[src/rtl/tstamp_pkg.sv]
// Shared types for the timestamp timer.
// Assumes: nothing beyond IEEE 1800-2017.
package tstamp_pkg;
    typedef enum logic {
        CAP_EMPTY = 1'b0,
        CAP_HELD  = 1'b1
    } cap_state_e;
endpackage

[src/rtl/tstamp_counter.sv]
// Free-running up counter advanced by bit ticks, loadable by the CPU.
// Assumes: bit_tick is a one-cycle strobe; a load wins over a tick.
module tstamp_counter #(
    parameter int CNT_W = 16
) (
    input  logic             clk,
    input  logic             rst_n,
    input  logic             tick,
    input  logic             load,
    input  logic [CNT_W-1:0] load_val,
    output logic [CNT_W-1:0] count
);
    localparam logic [CNT_W-1:0] ONE = CNT_W'(1);

    // Count register: reset, load, or increment with natural wrap.
    always_ff @(posedge clk) begin
        if (!rst_n)
            count <= '0;
        else if (load)
            count <= load_val;
        else if (tick)
            count <= count + ONE;
    end
endmodule

[src/rtl/tstamp_capture.sv]
// Holds the count seen at identifier start and commits it on success.
// Assumes: fail wins over ok; a commit uses the capture held before
// any same-cycle identifier start, which then re-arms.
module tstamp_capture
    import tstamp_pkg::*;
#(
    parameter int CNT_W = 16,
    parameter int IDX_W = 4
) (
    input  logic             clk,
    input  logic             rst_n,
    input  logic             id_start,
    input  logic             frame_ok,
    input  logic             frame_fail,
    input  logic [IDX_W-1:0] frame_buf,
    input  logic [CNT_W-1:0] count,
    output logic             wr_en,
    output logic [IDX_W-1:0] wr_idx,
    output logic [CNT_W-1:0] wr_data
);
    cap_state_e       state;
    logic [CNT_W-1:0] held;
    logic             commit;

    // Decide whether a timestamp is committed this cycle.
    always_comb commit = frame_ok && !frame_fail && (state == CAP_HELD);

    // Pending capture bookkeeping: arm on identifier start, clear on end.
    always_ff @(posedge clk) begin
        if (!rst_n) begin
            state <= CAP_EMPTY;
            held  <= '0;
        end else if (id_start) begin
            state <= CAP_HELD;
            held  <= count;
        end else if (commit || frame_fail) begin
            state <= CAP_EMPTY;
        end
    end

    // Registered one-cycle write toward the message buffer store.
    always_ff @(posedge clk) begin
        if (!rst_n) begin
            wr_en   <= 1'b0;
            wr_idx  <= '0;
            wr_data <= '0;
        end else begin
            wr_en <= commit;
            if (commit) begin
                wr_idx  <= frame_buf;
                wr_data <= held;
            end
        end
    end
endmodule

[src/rtl/can_tstamp_timer.sv]
// Top of the timestamp timer: counter plus capture/commit stage.
// Assumes: strobes are synchronous to clk and one cycle wide.
module can_tstamp_timer #(
    parameter int CNT_W = 16,
    parameter int IDX_W = 4
) (
    input  logic             clk,
    input  logic             rst_n,
    input  logic             bit_tick,
    input  logic             id_start,
    input  logic             frame_ok,
    input  logic             frame_fail,
    input  logic [IDX_W-1:0] frame_buf,
    input  logic             cpu_wr_en,
    input  logic [CNT_W-1:0] cpu_wr_data,
    output logic [CNT_W-1:0] cpu_rd_data,
    output logic             ts_wr_en,
    output logic [IDX_W-1:0] ts_wr_idx,
    output logic [CNT_W-1:0] ts_wr_data
);
    logic [CNT_W-1:0] count;

    tstamp_counter #(.CNT_W(CNT_W)) u_counter (
        .clk      (clk),
        .rst_n    (rst_n),
        .tick     (bit_tick),
        .load     (cpu_wr_en),
        .load_val (cpu_wr_data),
        .count    (count)
    );

    tstamp_capture #(.CNT_W(CNT_W), .IDX_W(IDX_W)) u_capture (
        .clk        (clk),
        .rst_n      (rst_n),
        .id_start   (id_start),
        .frame_ok   (frame_ok),
        .frame_fail (frame_fail),
        .frame_buf  (frame_buf),
        .count      (count),
        .wr_en      (ts_wr_en),
        .wr_idx     (ts_wr_idx),
        .wr_data    (ts_wr_data)
    );

    // Expose the live count to the CPU.
    always_comb cpu_rd_data = count;
endmodule

[config.mk]
export PLATFORM = sky130hd
export DESIGN_NAME = can_tstamp_timer
export DESIGN_NICKNAME = d
export VERILOG_FILES = /design/src/rtl/tstamp_pkg.sv /design/src/rtl/tstamp_counter.sv /design/src/rtl/tstamp_capture.sv /design/src/rtl/can_tstamp_timer.sv
export SDC_FILE = /design/constraint.sdc
export NUM_CORES = 1
export LEC_CHECK = 0
export BUFFER_PORTS_ARGS = -buffer_cell sky130_fd_sc_hd__buf_2
export CAP_MARGIN = 20
export CORE_MARGIN = 2
export CORE_UTILIZATION = 55
export DETAILED_ROUTE_END_ITERATION = 12
export GPL_ROUTABILITY_DRIVEN = 0
export PLACE_DENSITY_LB_ADDON = 0.15
export SLEW_MARGIN = 0
export SYNTH_ARGS = -nofsm -noshare
export SYNTH_HDL_FRONTEND = slang
export SYNTH_SLANG_ARGS = --single-unit
[constraint.sdc]
create_clock -name clk -period 3.15 [get_ports clk]
set_input_delay 0 -clock clk [delete_from_list [all_inputs] [get_ports clk]]
set_output_delay 0 -clock clk [all_outputs]
set_load 0.02 [all_outputs]
==> results.py <==
metrics = {
    "critical_path": {
        "reg2reg_from": "u_counter.count[0]$_SDFFE_PN0P_",
        "cpPeakStageDelay_ns": 0.43,
        "path_delay_family": "simple AND/OR/NAND/NOR gates",
        "required_ns": 3.32,
        "critical_path.cell_chain": "ha_1 > nand3_1 > nor4_1 > xnor2_1 > a21oi_1",
        "cp_slowest_cell": "dfxtp_1",
        "critPathMaxFanout": 6,
        "path_buf_inv": 0,
        "cp-end-kind": "flip-flop",
        "arrival_ns": 1.77,
        "startpoint": "u_counter.count[0]$_SDFFE_PN0P_",
        "critical_path_class": "reg -> reg",
        "critPathLaunchType": "flip-flop",
    },
    "cells_and_area": {
        "diodes": 0,
        "fin_nets": 345,
        "area_growth_pct": 26.0,
        "drive_gt1_share_pct": 23.0,
    },
    "synthesis": {
        "avgSynthCellArea_um2": 9.15,
        "synth_cell_types": 29,
        "synth_top_area_share_pct": 48.2,
        "synth-seq-cells": 54,
        "synth_common_cells": "dfxtp_1, nand2_1, a21boi_0",
        "synth-seq-area-share_pct": 48.2,
        "yosysTopAreaCell": "dfxtp_1",
        "synth_most_common_cell": "dfxtp_1",
        "yosysWarnings": 0,
        "async_flop_share_pct": 0,
        "syn-num-nets": 273,
        "netlist_top_cells_area": "dfxtp_1, nand2_1, mux2i_1, a21boi_0, nor2b_1",
        "ys.flop_type": "dfxtp_1",
        "syn-instance-count": 245,
        "synth_edf_count": 0,
        "netlist_area_um2": 2240,
    },
    "sta": {
        "hold_violations": 0,
        "min_period_over_period_pct": 50.7,
        "min_period_ns": 1.60,
        "finClkSkew_ns": 0.00647,
        "max_freq_mhz": 626,
        "fin_tns_setup_ns": 0,
        "fin_ws_ns": 1.55,
        "slew_viol_final": 0,
        "max_slew_margin_pct": 50.3,
        "worstMarginPinSlew_ns": 0.744,
        "setup_viol": 0,
        "rsz0062_at_grt": "no",
    },
    "power_and_ir_drop": {
        "p_seq_share_pct": 57.8,
        "p_switching_uw": 340,
        "cellPowerDensity_nw_per_um2": 454,
        "p_leak_uw": 0.00120,
        "peakVddDrop_mv": 0.264,
        "p_comb_share_pct": 12.1,
        "cellInternalPower_uw": 942,
        "p_sw_share_pct": 26.5,
        "clock_power_share_pct": 30.1,
    },
    "die": {
        "die_w_um": 67.9,
        "core_area_um2": 3970,
        "ios": 64,
        "rows": 23,
        "initial_core_util_pct": 56.5,
        "die_h_um": 67.9,
        "die-area_um2": 4600,
    },
    "clock_network": {
        "cts_num_sinks": 54,
        "clockBufferDepth": 2,
        "post_cts_resized": 0,
        "cts_hold_buf": 18,
        "cts_tree": "built",
        "htree_levels": 2,
        "post_cts_buffers": 0,
        "cts.root.buffer_cell": "clkbuf_8",
        "clkLatencyLatePin_ns": 0.31,
        "cts_buffers": 5,
        "clkTransAtPathRegs_ns": 0.10,
    },
    "worst_hold_path": {
        "hold_path_class": "in -> reg",
        "hp-start": "frame_ok",
    },
    "route": {
        "ant_nets": 0,
        "drt_iter0_markers": 82,
        "dr.pass1.iters": 4,
        "via_per_inst": 4.99,
        "vias": 1836,
        "wl_per_cell_um": 12.5,
        "drc": 0,
        "detail_route.wirelength_mm": 4.61,
    },
    "global_route": {
        "grt_start_max_net_pins": 55,
        "grtUsageTotal_pct": 20.8,
        "grt_pass1_wl_mm": 7.16,
        "grt_overflow_total": 0,
        "grt_pass1_vias": 1531,
        "antenna_found_initial": 0,
    },
    "outcome": {
        "status": "complete, no violations",
    },
    "place": {
        "dpl_worst_slack_ns": 1.57,
        "io_buffers": 63,
        "dpl.hpwl_mm": 2.98,
    },
    "job": {
        "maxCapViolCount": 0,
    },
}
==> flip-flops by register name (all words and copies together), names as in the netlist <==
signal,cells
u_counter.count,16
u_capture.wr_data,16
u_capture.wr_idx,4
u_capture.wr_en,1
u_capture.held,16
u_capture.state,1
==> through the flow <==
step	util [%]	power (uW)	instance area (um2)	hold slack, ns	std cells
6_report	71.1	1280	2830	0.0153	368
5_1_grt	71.1	1340	2830	0.00603	368
4_1_cts	71.1	1290	2830	0.00436	368
3_5_place_dp	64.3	893	2550	0.229	342
3_3_place_gp	64.3	891	2550	0.221	342
2_1_floorplan	-	845	2240	0.138	245
==> path summary, 6_finish.rpt <==
check | cells after the start | to | slack [ns]
max | 5 | u_counter.count[14]$_SDFFE_PN0P_ | 1.55
min | 3 | u_capture.state$_SDFFE_PN0P_ | 0.02
max reg2reg | 5 | u_counter.count[14]$_SDFFE_PN0P_ | 1.55
min reg2reg | 2 | u_capture.wr_data[1]$_SDFFE_PN0P_ | 0.47
==> layout make-up <==
cell class                 instances  area [um2]
sequential                        54        1080
clock buffer                       5        68.8
fill                             315        1150
inverter                           4        15.0
timing repair buffer              81         495
multi-input combinational        171        1080
clock inverter                     3        21.3
tap                               50        62.6
==> power by group through the flow <==
stage	sequential (uW)	clock [uW]	combinational, uW
after CTS	740	399	155
final	741	386	155
after floorplan	769	0	76.5
after global placement	755	0	135
after global routing	746	427	169
after detailed placement	756	0	137
==> worst register-to-register path, cell delays in order, from the launching register on <==
cell,delay [ns]
dfxtp_1,0.43
ha_1,0.22
nand3_1,0.20
nor4_1,0.36
xnor2_1,0.16
a21oi_1,0.08
==> cells in the final DEF (no fill, tap or decap) <==
cell            n
clkinvlp_4      1
o311a_1         2
nand4_4         1
nand3_1         3
and3b_1         1
nor3_1          5
nor2b_1        16
o211a_1         3
buf_2          63
a21boi_0       20
nand4_1         3
nand2_1        48
nand2b_1        2
o21ai_0        11
nor3b_1         1
ha_1            1
clkinv_2        1
xnor2_1        10
o21a_1          2
nor4_1          5
mux2i_1        17
and2_1          2
nand3b_1        1
clkbuf_8        5
nand4_2         1
dfxtp_1        54
inv_1           4
clkinv_4        1
xor2_1          3
a21oi_1        10
dlygate4sd3_1  18
nor2_1          3
==> routing by layer <==
metal / vias up / track usage [%] / wire [um]
met2: 47 / 31.0 / 1970
met5: - / 0 / 0
met1: 814 / 28.5 / 2320
li1: 969 / - / -
met4: 0 / 8.25 / 68
met3: 6 / 6.09 / 257
==> cell families after synthesis <==
logic type	after synthesis	synth area share (%)
buf+inv	20	3.57
simple gates	92	20.7
mux	17	7.59
xor+xnor	13	5.08
compound gates	48	14.3
flops	54	48.2
fa+ha+maj	1	0.558
Note: power is estimated with default switching activity, not from simulation.
